==> src/rtl/fes_pkg.sv <==
`timescale 1ns/1ps
package fes_pkg;
  localparam int FES_AW = 16;
  localparam int FES_DW = 16;

  localparam logic [FES_AW-1:0] FES_A_BLK  = 16'hF100;
  localparam logic [FES_AW-1:0] FES_A_BUF  = 16'hF101;
  localparam logic [FES_AW-1:0] FES_A_CMD  = 16'hF220;
  localparam logic [FES_AW-1:0] FES_A_INT  = 16'hF241;
  localparam logic [FES_AW-1:0] FES_A_STAT = 16'hF240;
  localparam logic [FES_AW-1:0] FES_A_WP   = 16'hF24E;

  localparam logic [FES_DW-1:0] FES_ERASE_CODE = 16'h0094;
  localparam int FES_INT_BIT = 15;
  localparam int FES_ERR_BIT = 10;

  typedef enum logic [3:0] {
    S_IDLE, S_WBLK, S_WBUF, S_WCMD, S_POLL, S_WCLR, S_RSTAT, S_RWP, S_FIN
  } fes_state_t;

  // Block-address word: die select on top, block in the low bits
  function automatic logic [FES_DW-1:0] fes_blk_word(input logic die, input logic [FES_DW-2:0] blk);
    return {die, blk};
  endfunction

  function automatic logic [FES_DW-1:0] fes_buf_word(input logic bsel);
    return {bsel, {(FES_DW-1){1'b0}}};
  endfunction

  // Effective poll budget: zero behaves as one
  function automatic int unsigned fes_poll_budget(input int unsigned lim);
    return (lim == 0) ? 1 : lim;
  endfunction
endpackage

==> src/rtl/fes_bus_drive.sv <==
`timescale 1ns/1ps
module fes_bus_drive
  import fes_pkg::*;
(
  input  fes_state_t          state_i,
  input  logic                die_i,
  input  logic                buf_i,
  input  logic [FES_DW-2:0]   blk_i,
  output logic [FES_AW-1:0]   addr_o,
  output logic [FES_DW-1:0]   wdata_o,
  output logic                rd_o,
  output logic                wr_o
);
  always_comb begin
    addr_o  = '0;
    wdata_o = '0;
    rd_o    = 1'b0;
    wr_o    = 1'b0;
    unique case (state_i)
      S_WBLK:  begin addr_o = FES_A_BLK;  wdata_o = fes_blk_word(die_i, blk_i); wr_o = 1'b1; end
      S_WBUF:  begin addr_o = FES_A_BUF;  wdata_o = fes_buf_word(buf_i);        wr_o = 1'b1; end
      S_WCMD:  begin addr_o = FES_A_CMD;  wdata_o = FES_ERASE_CODE;             wr_o = 1'b1; end
      S_POLL:  begin addr_o = FES_A_INT;  rd_o = 1'b1; end
      S_WCLR:  begin addr_o = FES_A_INT;  wr_o = 1'b1; end
      S_RSTAT: begin addr_o = FES_A_STAT; rd_o = 1'b1; end
      S_RWP:   begin addr_o = FES_A_WP;   rd_o = 1'b1; end
      default: ;
    endcase
  end
endmodule

==> src/rtl/fes_poll_timer.sv <==
`timescale 1ns/1ps
module fes_poll_timer
  import fes_pkg::*;
#(
  parameter int TMO_W = 12
) (
  input  logic             clk,
  input  logic             rst_n,
  input  logic             clr_i,
  input  logic             miss_i,
  input  logic [TMO_W-1:0] limit_i,
  output logic             expire_o
);
  localparam int CW = TMO_W + 1;

  logic [CW-1:0] cnt_q;
  logic [CW-1:0] lim_eff_w;
  logic [CW-1:0] cnt_next_w;

  assign lim_eff_w  = CW'(fes_poll_budget(int'(limit_i)));
  assign cnt_next_w = cnt_q + CW'(1);
  assign expire_o   = miss_i && (cnt_next_w >= lim_eff_w);

  always_ff @(posedge clk) begin
    if (!rst_n || clr_i) cnt_q <= '0;
    else if (miss_i && !expire_o) cnt_q <= cnt_next_w;
  end

  // the count of unanswered polls never reaches the budget
  assert_poll_window_R9: assert property (@(posedge clk) disable iff (!rst_n)
    cnt_q < lim_eff_w);
endmodule

==> src/rtl/flash_erase_seq.sv <==
`timescale 1ns/1ps
module flash_erase_seq
  import fes_pkg::*;
#(
  parameter int BLK_W = 10,
  parameter int TMO_W = 12
) (
  input  logic             clk,
  input  logic             rst_n,
  input  logic             start_i,
  input  logic             die_sel_i,
  input  logic             buf_sel_i,
  input  logic [BLK_W-1:0] blk_i,
  input  logic             dual_die_i,
  input  logic             auto_int_i,
  input  logic             wp_rd_en_i,
  input  logic [TMO_W-1:0] tmo_limit_i,
  output logic [15:0]      bus_addr_o,
  output logic [15:0]      bus_wdata_o,
  output logic             bus_rd_o,
  output logic             bus_wr_o,
  input  logic [15:0]      bus_rdata_i,
  input  logic             bus_rdy_i,
  output logic             busy_o,
  output logic             done_o,
  output logic             err_o,
  output logic             tmo_o,
  output logic [BLK_W-1:0] fail_blk_o,
  output logic [2:0]       wp_stat_o
);
  localparam int BLK_EXT_W = FES_DW - 1;

  fes_state_t       state_q;
  logic             die_q, buf_q, dual_q, auto_q, wpen_q;
  logic [BLK_W-1:0] blk_q;
  logic [TMO_W-1:0] lim_q;
  logic             armed_q;
  logic             err_q, tmo_q;
  logic [BLK_W-1:0] fail_q;
  logic [2:0]       wp_q;

  // Named events
  logic acc_w, start_acc_w, rise_w, miss_w, expire_w;
  logic unused_rdata_w;

  assign acc_w       = (bus_rd_o || bus_wr_o) && bus_rdy_i;
  assign start_acc_w = start_i && (state_q == S_IDLE);
  assign rise_w      = acc_w && (state_q == S_POLL) && armed_q && bus_rdata_i[FES_INT_BIT];
  assign miss_w      = acc_w && (state_q == S_POLL) && !rise_w;
  assign unused_rdata_w = ^bus_rdata_i;

  fes_bus_drive u_bus (
    .state_i (state_q),
    .die_i   (die_q),
    .buf_i   (buf_q),
    .blk_i   (BLK_EXT_W'(blk_q)),
    .addr_o  (bus_addr_o),
    .wdata_o (bus_wdata_o),
    .rd_o    (bus_rd_o),
    .wr_o    (bus_wr_o)
  );

  fes_poll_timer #(.TMO_W(TMO_W)) u_tmr (
    .clk      (clk),
    .rst_n    (rst_n),
    .clr_i    (start_acc_w),
    .miss_i   (miss_w),
    .limit_i  (lim_q),
    .expire_o (expire_w)
  );

  always_ff @(posedge clk) begin
    if (!rst_n) begin
      state_q <= S_IDLE;
      {die_q, buf_q, dual_q, auto_q, wpen_q, armed_q} <= '0;
      blk_q   <= '0;
      lim_q   <= '0;
      err_q   <= 1'b0;
      tmo_q   <= 1'b0;
      fail_q  <= '0;
      wp_q    <= '0;
    end else begin
      unique case (state_q)
        S_IDLE: if (start_acc_w) begin
          die_q <= die_sel_i;  buf_q <= buf_sel_i;  dual_q <= dual_die_i;
          auto_q <= auto_int_i; wpen_q <= wp_rd_en_i;
          blk_q <= blk_i; lim_q <= tmo_limit_i;
          armed_q <= 1'b0;
          err_q <= 1'b0; tmo_q <= 1'b0; fail_q <= '0; wp_q <= '0;
          state_q <= S_WBLK;
        end
        S_WBLK:  if (acc_w) state_q <= dual_q ? S_WBUF : S_WCMD;
        S_WBUF:  if (acc_w) state_q <= S_WCMD;
        S_WCMD:  if (acc_w) state_q <= S_POLL;
        S_POLL: begin
          if (rise_w) state_q <= auto_q ? S_RSTAT : S_WCLR;
          else if (miss_w) begin
            if (!bus_rdata_i[FES_INT_BIT]) armed_q <= 1'b1;
            if (expire_w) begin
              tmo_q <= 1'b1; err_q <= 1'b1; fail_q <= blk_q;
              state_q <= S_FIN;
            end
          end
        end
        S_WCLR:  if (acc_w) state_q <= S_RSTAT;
        S_RSTAT: if (acc_w) begin
          err_q  <= bus_rdata_i[FES_ERR_BIT];
          fail_q <= bus_rdata_i[FES_ERR_BIT] ? blk_q : '0;
          state_q <= wpen_q ? S_RWP : S_FIN;
        end
        S_RWP:   if (acc_w) begin
          wp_q <= bus_rdata_i[2:0];
          state_q <= S_FIN;
        end
        S_FIN:   state_q <= S_IDLE;
        default: state_q <= S_IDLE;
      endcase
    end
  end

  assign busy_o     = (state_q != S_IDLE);
  assign done_o     = (state_q == S_FIN);
  assign err_o      = err_q;
  assign tmo_o      = tmo_q;
  assign fail_blk_o = fail_q;
  assign wp_stat_o  = wp_q;

  // a waiting access keeps its address, data and strobes
  assert_bus_hold_R10: assert property (@(posedge clk) disable iff (!rst_n)
    (bus_rd_o || bus_wr_o) && !bus_rdy_i |=>
      $stable(bus_addr_o) && $stable(bus_wdata_o) && $stable(bus_rd_o) && $stable(bus_wr_o));
  assert_one_strobe_R10: assert property (@(posedge clk) disable iff (!rst_n)
    !(bus_rd_o && bus_wr_o));
  // accepted start makes busy; done lasts one cycle and ends busy
  assert_start_busy_R1: assert property (@(posedge clk) disable iff (!rst_n)
    start_acc_w |=> busy_o && !done_o);
  assert_done_pulse_R1: assert property (@(posedge clk) disable iff (!rst_n)
    done_o |=> !done_o && !busy_o);
  // the command write is followed by an interrupt read
  assert_cmd_then_poll_R4: assert property (@(posedge clk) disable iff (!rst_n)
    acc_w && bus_wr_o && (bus_addr_o == FES_A_CMD) |=> bus_rd_o && (bus_addr_o == FES_A_INT));
  // a timeout always carries the error flag
  assert_tmo_err_R9: assert property (@(posedge clk) disable iff (!rst_n)
    tmo_o |-> err_o);
  // success reports no failing block
  assert_fail_blk_R7: assert property (@(posedge clk) disable iff (!rst_n)
    done_o && !err_o |-> fail_blk_o == '0);
endmodule

==> config.mk <==
export PLATFORM = sky130hd
export DESIGN_NAME = flash_erase_seq
export DESIGN_NICKNAME = d
export VERILOG_FILES = /design/src/rtl/fes_pkg.sv /design/src/rtl/fes_bus_drive.sv /design/src/rtl/fes_poll_timer.sv /design/src/rtl/flash_erase_seq.sv
export SDC_FILE = /design/constraint.sdc
export NUM_CORES = 1
export LEC_CHECK = 0
export CAP_MARGIN = 20
export CORE_MARGIN = 5
export CORE_UTILIZATION = 40
export DETAILED_ROUTE_END_ITERATION = 6
export PLACE_DENSITY = 0.68
export RECOVER_POWER = 100
export SLEW_MARGIN = 20
export SYNTH_ARGS = -nofsm -noshare
export SYNTH_HDL_FRONTEND = slang
export SYNTH_HIERARCHICAL = 1
export SYNTH_SLANG_ARGS = --single-unit
==> constraint.sdc <==
create_clock -name clk -period 4.3 [get_ports clk]
set_input_delay 0.86 -clock clk [delete_from_list [all_inputs] [get_ports clk]]
set_output_delay 0.86 -clock clk [all_outputs]
set_load 0.01 [all_outputs]
# After elaboration in Yosys (flattened, before gate mapping)
# Cells that the tools add are included.
# Widths: inputs -> output; s select.
# word_totals
reg_bits,60
input_bits,47
word_cells,105
# op_classes
addsub,1
order_cmp,1
n_eq_ne,21
n_mux,40
reduce_logical,28
# op_table
op,count
$pmux 16 s6,1
$mux 10,6
$pmux 16 s3,1
$mux 4,11
$pmux 4 s8,1
$pmux 10 s3,1
$eq 4x3->1 const B,4
$ne 2x2->1 const B,8
$add 13x1->13 const B,1
$ge 13x13->1,1
$logic_not 12->1,1
$mux 12,1
$mux 1,11
$reduce_and 5->1,2
$reduce_and 9->1,1
$eq 4x2->1 const B,2
$logic_and 1x1->1,8
$mux 3,2
$ne 2x1->1 const B,3
$ne 3x2->1 const B,2
$pmux 3 s2,1
$reduce_and 6->1,1
$eq 4x1->1 const B,1
$eq 4x4->1 const B,1
other kinds (14),19

# Logic depth before layout (Yosys ltp)
# Gate-level depths: netlist (run 1).
# depth
ltp_word,15
depth_mapped,16
depth_no_buf,13

# Hierarchy
# Netlist (run 1), hierarchy kept.
# by_module_without_submodules
mod,instances,cells_per_inst,area_per_inst_um2
flash_erase_seq,1,250,2069.5
fes_poll_timer,1,135,1203.7
fes_bus_drive,1,53,356.6

# Worst setup path before layout (run 1)
# OpenSTA, ideal clock, no wires.
# synth_path
kind,reg-to-reg
startpoint,reg u_tmr.cnt_q[0]
endpoint,reg err_q (netlist: err_o)
arrival_ns,3.563
required_ns,4.228
slack_ns,0.665
path_stages_with_launch,17
n_path_buf,3
path_cell_list,dfxtp_1 ha_1 nand3_2 or2_2 xnor2_1 ha_1 nand4_1 a211oi_1 a2111oi_4 a21oi_2 buf_6 buf_2 o31a_1 a21oi_1 a211oi_1 buf_6 mux2i_1
# synth_between
elab_chain_len,5
# synth_lines
item,line,source
from (decl),fes_poll_timer.sv:16,logic [CW-1:0] cnt_q;
from (signal assigned),fes_poll_timer.sv:26,else if (miss_i && !expire_o) cnt_q <= cnt_next_w;
$add 13x1->13,fes_poll_timer.sv:21,assign cnt_next_w = cnt_q + CW'(1);
via u_tmr.cnt_next_w[8],fes_poll_timer.sv:18,logic [CW-1:0] cnt_next_w;
$ge 13x13->1,fes_poll_timer.sv:22,assign expire_o = miss_i && (cnt_next_w >= lim_eff_w);
$logic_and 1x1->1,fes_poll_timer.sv:22,
via expire_w,flash_erase_seq.sv:43,"logic acc_w, start_acc_w, rise_w, miss_w, expire_w;"
$ne 2x1->1 (no line),-,
$reduce_and 6->1 (no line),-,
to (signal assigned),flash_erase_seq.sv:107,err_q <= bus_rdata_i[FES_ERR_BIT];
to (decl),flash_erase_seq.sv:38,"logic err_q, tmo_q;"
# The timed path passes the listed nets, and every way through them passes these cells.
# A chain may end at the register's enable or synchronous reset.

# Worst setup path after layout (run 1)
# layout_path
startpoint,reg u_tmr.cnt_q[0]
endpoint,reg fail_q[0] (netlist: fail_blk_o[0])
# layout_between
elab_chain_len,5
# layout_lines
item,line,source
$add 13x1->13,fes_poll_timer.sv:21,
via u_tmr.cnt_next_w[8],fes_poll_timer.sv:18,
$ge 13x13->1,fes_poll_timer.sv:22,
$logic_and 1x1->1,fes_poll_timer.sv:22,
via expire_w,flash_erase_seq.sv:43,
$ne 2x1->1 (no line),-,
$reduce_and 6->1 (no line),-,
to (signal assigned),flash_erase_seq.sv:108,fail_q <= bus_rdata_i[FES_ERR_BIT] ? blk_q : '0;
to (decl),flash_erase_seq.sv:39,logic [BLK_W-1:0] fail_q;
# The timed path passes the listed nets, and every way through them passes these cells.

==> results of run 1 <==
## kinds of logic after synthesis
group / synth area share
other: 0.002069
muxes: 0.03034
AOI/OAI and AO/OA: 0.2161
adders and majority gates: 0.04481
xor gates and xnor gates: 0.03344
and+or+nand+nor: 0.2537
DFF: 0.3309
buffers and inverters: 0.08859
## worst max-delay path: stages, from the launching register on
cell       delay [ns]
dfxtp_1          0.42
ha_1             0.28
nand3_1          0.22
or2_2            0.39
xnor2_1          0.15
ha_1             0.31
nand4_1          0.10
a211oi_1         0.35
a2111oi_4        0.09
a21oi_1          0.30
o31a_1           0.28
a21oi_1          0.11
a211oi_2         0.32
buf_12           0.19
mux2i_1          0.20
## power groups by stage
stage          Sequential [W]  Clock (W)  Combinational, W
3_3_place_gp         0.000662          0          0.000651
3_5_place_dp         0.000666          0          0.000661
2_1_floorplan        0.000648          0          0.000461
4_1_cts              0.000653   0.000646          0.000663
6_report             0.000653   0.000632          0.000626
5_1_grt              0.000663   0.000667          0.000694
## sequential cells by signal, indices dropped and copies added, names as in the netlist, 3 cells and up
name	count
u_tmr/cnt_q	13
lim_q	12
blk_q	10
fail_blk_o	10
state_q	4
wp_stat_o	3
## final cells by class
| cell class | instances | area, um2 |
|---|---|---|
| multi-input cells | 328 | 2120 |
| clock buffers | 10 | 137.6 |
| fillers | 837 | 4150 |
| flip-flops and latches | 60 | 1201 |
| clock inverters | 6 | 111.4 |
| repair buffers | 85 | 833.3 |
| inverters | 20 | 75.07 |
| well taps | 108 | 135.1 |
## final timing paths
kind	slack [ns]	cells after the start	to
worst max-delay path	0.50	14	fail_blk_o[0]
worst min-delay path	0.46	2	fail_blk_o[5]
worst max register to register	0.50	14	fail_blk_o[0]
worst min register to register	0.46	2	fail_blk_o[5]
## through the flow
stage / worst slack, ns / cell area (um2) / utilization / hold slack, ns / cells
global placement: 0.7489 / 4399 / 0.5020 / 0.4414 / 601
global route: 0.1995 / 4613 / 0.5264 / 0.4810 / 617
detailed placement: 0.6990 / 4399 / 0.5020 / 0.4523 / 601
floorplan: 0.6654 / 3656 / - / 0.4431 / 445
finish: 0.5038 / 4613 / 0.5264 / 0.4551 / 617
CTS: 0.6410 / 4648 / 0.5304 / 0.4624 / 617
## cell usage after synthesis (2+ instances only)
library cell / number
nor2b_1: 6
conb_1: 2
o31ai_1: 7
ha_1: 13
o21ai_0: 7
or4_1: 9
buf_4: 10
xnor2_1: 9
o31ai_2: 2
and2_1: 13
a21oi_1: 12
nand3_1: 9
a211oi_1: 5
nand2b_1: 7
nor4_1: 4
xor2_1: 3
or3_1: 3
a311oi_1: 2
nor3_1: 6
dfxtp_1: 60
nor2_1: 9
nand2_1: 91
buf_2: 6
mux2i_1: 11
a21boi_0: 31
buf_6: 6
nand3b_1: 3
clkbuf_1: 12
a21oi_2: 8
o211ai_1: 4
nand4_1: 5
o211a_1: 3
o21a_1: 5
inv_1: 19
## metal layers
| metal | vias to the layer above | part of all wire |
|---|---|---|
| met5 | - | 0 |
| met4 | 0 | 0.012 |
| met3 | 13 | 0.060 |
| met2 | 94 | 0.46 |
| met1 | 1486 | 0.46 |
| li1 | 1643 | - |
==> results.toml, run 1 <==
[global_route]
use_met3 = 0.04340
busiest_layer = "met2"
grt_start_max_net_pins = 44
overflow = 0
use_met2 = 0.2605
first_global_vias = 3203
grtUsageMet1 = 0.2277
grt_first_pass_wirelength_mm = 15.62
grt_antenna_before_repair = 0
grt.total_usage = 0.1673

[cts]
clk-insertion-delay-late_ns = 0.34
cts_tree = "yes"
cts_max_level = 3
cts-root-buf = "clkbuf_8"
clk_path_buf_depth = 2
cts_buffers = 9
cts_setup_buffers = 0
cts_sinks = 60
cts_resized = 0
ctsHoldBuffers = 0
path_clk_slew_ns = 0.07

[synthesis]
synthesis.area_um2 = 3630
synth_warnings = 6
yosysSeqAreaShare = 0.3309
synth_top_area_cell = "dfxtp_1"
synth_ff_type = "dfxtp_1"
synth_cells = 438
synth-async-reset-ratio = 0
synth_top_area_frac = 0.3309
synth_edf_count = 0
synth_area_leaders = "dfxtp_1, nand2_1, a21boi_0"
synth_cell_types = 70
ys_seq_elements = 60
avgSynthCellArea_um2 = 8.287

[power_and_ir_drop]
swShare = 0.3342
power_frac_clock = 0.331
internal_power_w = 0.001272
combPwrFrac = 0.328
p_leak_nw = 1.792
irDropWorstVdd_mv = 0.1995
powerDensity_nw_per_um2 = 414.1
seq_power_share = 0.342
p_switching_w = 0.0006383
power_w = 0.001910

[routing]
routed_wl_mm = 9.101
routed_via_density = 5.245
drt-pass1-iter-count = 4
wire_per_inst_um = 14.75
postRouteAntennaNets = 0
drc = 0
num_vias = 3236
drtIter0Drc = 107

[critical_path]
crit_required_ns = 4.56
worstSetupPathType = "flip-flop to flip-flop"
end_kind = "flip-flop"
cp-start-kind = "flip-flop"
cp.arrival_ns = 4.06
crit_start = "u_tmr/cnt_q[0]"
r2r-start = "u_tmr/cnt_q[0]"
crit_fanout = 11

[sta]
fin_skew_ns = 0.01035
hold_viol_final = 0
maxSlewViolCount = 0
timing.fmax_mhz = 263.4
fin_crit_ns = 3.796
post-route-period-util = 0.8828
worstMarginPinSlew_ns = 0.9431
setup_tns_ns = 0
setup_viol = 0
rsz0062_at_grt = "no"
slew_headroom = 0.3706

[finish]
diodes = 0
final_nets = 564
layout_commonest_cell = "nand2_1"
final_cell_mix = "nand2_1, dfxtp_1, clkdlybuf4s50_1"
syn_to_final_growth_pct = 27.09
drive_gt1_frac = 0.08448

[die]
die_x_um = 105.3
fp.dieArea_um2 = 11080
start_util = 0.4142
core_area_um2 = 8763
fp-row-count = 34
die_h_um = 105.3
io_pins = 98

[status]
status = "completed"

[min_path]
hold_path_class = "flip-flop to flip-flop"
worstHoldStart = "fail_blk_o[5]"

[placement]
port_buffers = 77
place_hpwl_mm = 6.572
gp_congestion = 0.8344

[flow_run]
cap_viol_max_count = 0
Note: power is estimated with default switching activity, not from simulation.
==> run 2: changes to the inputs <==
CAP_MARGIN = 5   (was 20)
CORE_UTILIZATION = 30   (was 40)
PLACE_DENSITY = unset   (was 0.68)
==> run 2 against run 1 <==
The run now ends with max-capacitance violations, max-slew violations left. Design area grew 2.0%. Fmax is 0.55% lower. Routed wire length grew 4.5%. Core utilization shrank 13 points. Clock power is 22% higher. Critical path type unchanged. Largest cell class unchanged.
==> results.toml, run 2 (synthesized netlist as in run 1, its figures left out) <==
[routing]
drc = 0
routed_via_density = 4.890
routed_wl_mm = 9.508
wire_per_inst_um = 14.54
drtIter0Drc = 143
num_vias = 3198
postRouteAntennaNets = 0
drt-pass1-iter-count = 4

[cts]
cts_buffers = 9
cts_sinks = 60
cts_max_level = 3
cts_resized = 0
clk-insertion-delay-late_ns = 0.33
cts_setup_buffers = 0
path_clk_slew_ns = 0.05
ctsHoldBuffers = 0
cts_tree = "yes"
clk_path_buf_depth = 2
cts-root-buf = "clkbuf_16"

[power_and_ir_drop]
powerDensity_nw_per_um2 = 432.8
seq_power_share = 0.330
power_frac_clock = 0.379
irDropWorstVdd_mv = 0.2115
combPwrFrac = 0.291
p_leak_nw = 1.820
power_w = 0.002037
swShare = 0.3215
p_switching_w = 0.0006548
internal_power_w = 0.001382

[finish]
finalInstanceArea_um2 = 4706
fill_cells = 1244
syn_to_final_growth_pct = 29.64
final_cell_mix = "nand2_1, dfxtp_1, clkdlybuf4s50_1"
drive_gt1_frac = 0.07890
largest_register = "u_tmr/cnt_q"
diodes = 0
top_regs = "u_tmr/cnt_q: 13 flops, lim_q: 12 flops"
regArea_um2 = 1201
multi_input_area_um2 = 2120
final_nets = 562
layout_commonest_cell = "nand2_1"
largest_register_ffs = 13
final_core_util = 0.3951

[min_path]
hold_path_class = "flip-flop to flip-flop"

[flow_run]
cap_viol_max_count = 1

[sta]
setup_viol = 0
timing.hold.ws_ns = 0.4527
maxSlewViolCount = 34
fin_skew_ns = 0.007344
hold_viol_final = 0
post-route-period-util = 0.8877
worstMarginPinSlew_ns = 1.612
slew_headroom = -0.07496
rsz0062_at_grt = "no"
fin_crit_ns = 3.817
timing.fmax_mhz = 262.0
setup_tns_ns = 0

[die]
fp-row-count = 40
die_x_um = 120.0
fp.dieArea_um2 = 14400
start_util = 0.3047
die_h_um = 120.0
core_area_um2 = 11910
io_pins = 98

[global_route]
first_global_vias = 3179
grt_first_pass_wirelength_mm = 15.59
grt_antenna_before_repair = 0
grt_start_max_net_pins = 51
grt.total_usage = 0.1335
overflow = 0

[critical_path]
max_stage_delay_ns = 0.58
worstSetupPathType = "flip-flop to flip-flop"
cp_slowest_cell = "or3_2"
crit_chain = "ha_1, nand3_1, or3_2, xnor2_1, ha_1, a21o_1, a2111oi_4, a21oi_1, o31a_1, a21oi_1, a211oi_2, buf_4, mux2i_1"
end_kind = "flip-flop"
path_buf_inv = 1
crit_fanout = 11
cp.arrival_ns = 4.02
crit_required_ns = 4.50
cp-start-kind = "flip-flop"
critical-path-top-delay-family = "compound AO/OA/AOI/OAI gates"

[placement]
place_hpwl_mm = 6.622
port_buffers = 77
gp_congestion = 0.8080
post_dp_cell_area_um2 = 4420

[status]
status = "finished, violations left"
violations = "max-capacitance violations, max-slew violations"
-- run 2: area by class of cell --
cell class / instances / area share
multi-input cells: 328 / 0.4504
flip-flops and latches: 60 / 0.2553
repair buffers: 83 / 0.1718
clock buffers: 11 / 0.05158
well taps: 147 / 0.03909
clock inverters: 5 / 0.01595
inverters: 20 / 0.01595
-- run 2: power groups by stage --
stage / logic (W) / clock network [W] / registers [W]
finish: 0.000593 / 0.000772 / 0.000672
global route: 0.000657 / 0.000810 / 0.000684
CTS: 0.000633 / 0.000786 / 0.000674
detailed placement: 0.000630 / 0 / 0.000685
global placement: 0.000618 / 0 / 0.000683
floorplan: 0.000461 / 0 / 0.000648
-- run 2: path summary, 6_finish.rpt --
path / cells after the start / startpoint / slack [ns] / to
max reg2reg: 13 / u_tmr/cnt_q[0] / 0.48 / fail_blk_o[7]
min: 2 / fail_blk_o[3] / 0.45 / fail_blk_o[3]
min reg2reg: 2 / fail_blk_o[3] / 0.45 / fail_blk_o[3]
max: 13 / u_tmr/cnt_q[0] / 0.48 / fail_blk_o[7]
-- run 2: layer usage --
layer	track usage	vias to the layer above	wire, um
li1	-	1638	-
met1	0.1590	1467	4369
met2	0.2160	81	4258
met3	0.06173	12	777
met4	0.03722	0	102
met5	0	-	0
-- run 2: stage by stage --
step                setup WS [ns]  instances
floorplan                  0.6654        445
global placement           0.6730        638
detailed placement         0.6411        638
CTS                        0.6331        654
global route               0.1959        654
finish                     0.4828        654
-- run 2: worst register-to-register path: stages, from the launching register on --
cell       delay [ns]
dfxtp_1          0.42
ha_1             0.29
nand3_1          0.23
or3_2            0.58
xnor2_1          0.21
ha_1             0.28
a21o_1           0.19
a2111oi_4        0.34
a21oi_1          0.13
o31a_1           0.36
a21oi_1          0.18
a211oi_2         0.06
buf_4            0.28
mux2i_1          0.15
==> run 3: changes to the inputs <==
ABC_AREA = 1   (was unset)
==> run 3 against run 2 <==
The flow now finishes without violations. Global-route usage grew 0.41 points. Flip-flop and latch count is the same. Critical endpoint is now u_tmr/cnt_q[3]. Sequential power increased by 8.9%. Design area rose by 0.66%. Via count grew 11%.
==> results.toml, run 3 <==
[status]
status = "completed"

[finish]
drive_gt1_frac = 0.08189
final_cell_mix = "nand2_1, nor2_1, inv_1"
diodes = 0
final_nets = 690
largest_register = "u_tmr/cnt_q"
top_regs = "u_tmr/cnt_q: 13 flops, lim_q: 12 flops"
fill_cells = 1251
finalInstanceArea_um2 = 4737
layout_commonest_cell = "nand2_1"
largest_register_ffs = 13
syn_to_final_growth_pct = 29.97

[die]
io_pins = 98
die_x_um = 120.2
fp-row-count = 40
core_area_um2 = 11960
start_util = 0.3047
fp.dieArea_um2 = 14450
die_h_um = 120.2

[sta]
slew_headroom = 0.2720
maxSlewViolCount = 0
timing.hold.ws_ns = 0.4558
rsz0062_at_grt = "no"
fin_crit_ns = 3.478
setup_tns_ns = 0
fin_skew_ns = 0.005846
setup_viol = 0
worstMarginPinSlew_ns = 1.091
hold_viol_final = 0
post-route-period-util = 0.8088
timing.fmax_mhz = 287.5

[critical_path]
cp.arrival_ns = 3.68
cp-start-kind = "flip-flop"
worstSetupPathType = "flip-flop to flip-flop"
crit_required_ns = 4.50
end_kind = "flip-flop"
reg2regPathDepth = 15
crit_fanout = 24
rrSetupSlack_ns = 0.82
r2r-start = "u_tmr/cnt_q[0]"
worstReg2RegEnd = "u_tmr/cnt_q[3]"

[cts]
ctsHoldBuffers = 0
clk_path_buf_depth = 2
cts_sinks = 60
cts-root-buf = "clkbuf_16"
path_clk_slew_ns = 0.05
cts_buffers = 9
cts_max_level = 3
cts_tree = "yes"
clk-insertion-delay-late_ns = 0.32
cts_setup_buffers = 0
cts_resized = 0

[synthesis]
synth_warnings = 6
synth_area_leaders = "dfxtp_1, nand2_1, nor2_1"
synth_ff_type = "dfxtp_1"
avgSynthCellArea_um2 = 6.497
yosysMostFrequentCell = "nand2_1"
synth_cells = 561
synth_top_area_cell = "dfxtp_1"
synth_edf_count = 0
synthesis.area_um2 = 3645
yosysSeqAreaShare = 0.3296
synth_cell_types = 33
synth-async-reset-ratio = 0
synth_commonest_cells = "nand2_1, nor2_1, inv_1"
synth_top_area_frac = 0.3296
ys_seq_elements = 60

[routing]
drc = 0
postRouteAntennaNets = 0
wire_per_inst_um = 12.15
routed_wl_mm = 9.504
drt-pass1-iter-count = 4
drtIter0Drc = 194
num_vias = 3550
routed_via_density = 4.540

[global_route]
grt_first_pass_wirelength_mm = 16.30
first_global_vias = 3541
grt.total_usage = 0.1376
grt_antenna_before_repair = 0
overflow = 0
grt_start_max_net_pins = 41

[power_and_ir_drop]
irDropWorstVdd_mv = 0.1902
powerDensity_nw_per_um2 = 489.2
p_leak_nw = 2.248

[min_path]
holdPathEnd = "fail_blk_o[3]"
whs_path_depth = 2
worstHoldStart = "fail_blk_o[3]"
hold_path_class = "flip-flop to flip-flop"

[placement]
place_hpwl_mm = 7.161
port_buffers = 77
gp_congestion = 0.8735
post_dp_cell_area_um2 = 4471

[flow_run]
cap_viol_max_count = 0
==> run 3: cell count changes after synthesis, sizes merged, moves of 7 or more <==
| cell | change |
|---|---|
| xnor2 | -9 |
| and2 | -13 |
| a21boi | -30 |
| a21oi | +15 |
| nand2 | +26 |
| mux2i | -11 |
| o21ai | +34 |
| or4 | -10 |
| o31ai | -9 |
| nand2b | -7 |
| nand3 | +26 |
| inv | +69 |
| nor2 | +102 |
==> run 3: how the worst max path moves through the flow <==
stage,start,end,slack (ns),depth (start not counted)
after floorplan,state_q[2],fail_blk_o[0],1.64,17
after global placement,bus_rdy_i,fail_blk_o[1],1.09,12
after detailed placement,bus_rdy_i,fail_blk_o[4],1.06,12
after CTS,u_tmr/cnt_q[0],fail_blk_o[4],1.05,22
after global routing,u_tmr/cnt_q[0],u_tmr/cnt_q[3],0.38,15
final,u_tmr/cnt_q[0],u_tmr/cnt_q[3],0.82,15
==> run 3: area by class of cell <==
cell class,count,area [um2],area share
well taps,147,183.9,0.03883
flip-flops and latches,60,1201,0.2536
clock inverters,4,47.55,0.01004
clock buffers,12,256.5,0.05415
repair buffers,79,785.8,0.1659
inverters,90,337.8,0.07132
multi-input cells,390,1924,0.4062
==> run 3: report_power, final <==
group | internal (W) | switching, W
registers | 0.000650 | 0.0000826
logic | 0.000317 | 0.000546
clock network | 0.000478 | 0.000244
total | 0.00144 | 0.000873
==> run 3: cells by family after synthesis <==
family / Yosys count / synth area share
AND/OR/NAND/NOR: 278 / 0.3471
AO/OA/AOI/OAI: 81 / 0.1157
other: 2 / 0.002061
adder cells (fa/ha/maj): 13 / 0.04463
XOR/XNOR: 9 / 0.02163
buffers and inverters: 118 / 0.1394
flip-flops: 60 / 0.3296
==> run 3: worst max-delay path, cell delays in order, from the launching register on <==
cell	delay (ns)
dfxtp_1	0.45
ha_1	0.23
nand3_1	0.16
inv_1	0.14
nand2_1	0.10
nor2_1	0.13
xor2_1	0.16
inv_1	0.08
ha_1	0.30
a21o_1	0.16
a21oi_1	0.13
nand2_1	0.11
nor2_4	0.10
nand3_1	0.72
nor2_1	0.33
nor2_1	0.07
==> run 3: metal layers <==
layer / vias up / global-route usage / wire length, um
met4: 0 / 0.05595 / 119
met2: 94 / 0.2308 / 4546
met5: - / 0 / 0
li1: 1860 / - / -
met1: 1590 / 0.1707 / 4295
met3: 6 / 0.03134 / 542
==> run 3: per-stage QoR <==
| stage | setup WS [ns] | cells | util | total power, W |
|---|---|---|---|---|
| after floorplan | 1.643 | 568 | - | 0.001365 |
| after global placement | 1.092 | 766 | 0.3737 | 0.001645 |
| after detailed placement | 1.056 | 766 | 0.3737 | 0.001658 |
| after CTS | 1.047 | 782 | 0.3992 | 0.002388 |
| after global routing | 0.3828 | 782 | 0.3960 | 0.002504 |
| final | 0.8220 | 782 | 0.3960 | 0.002317 |
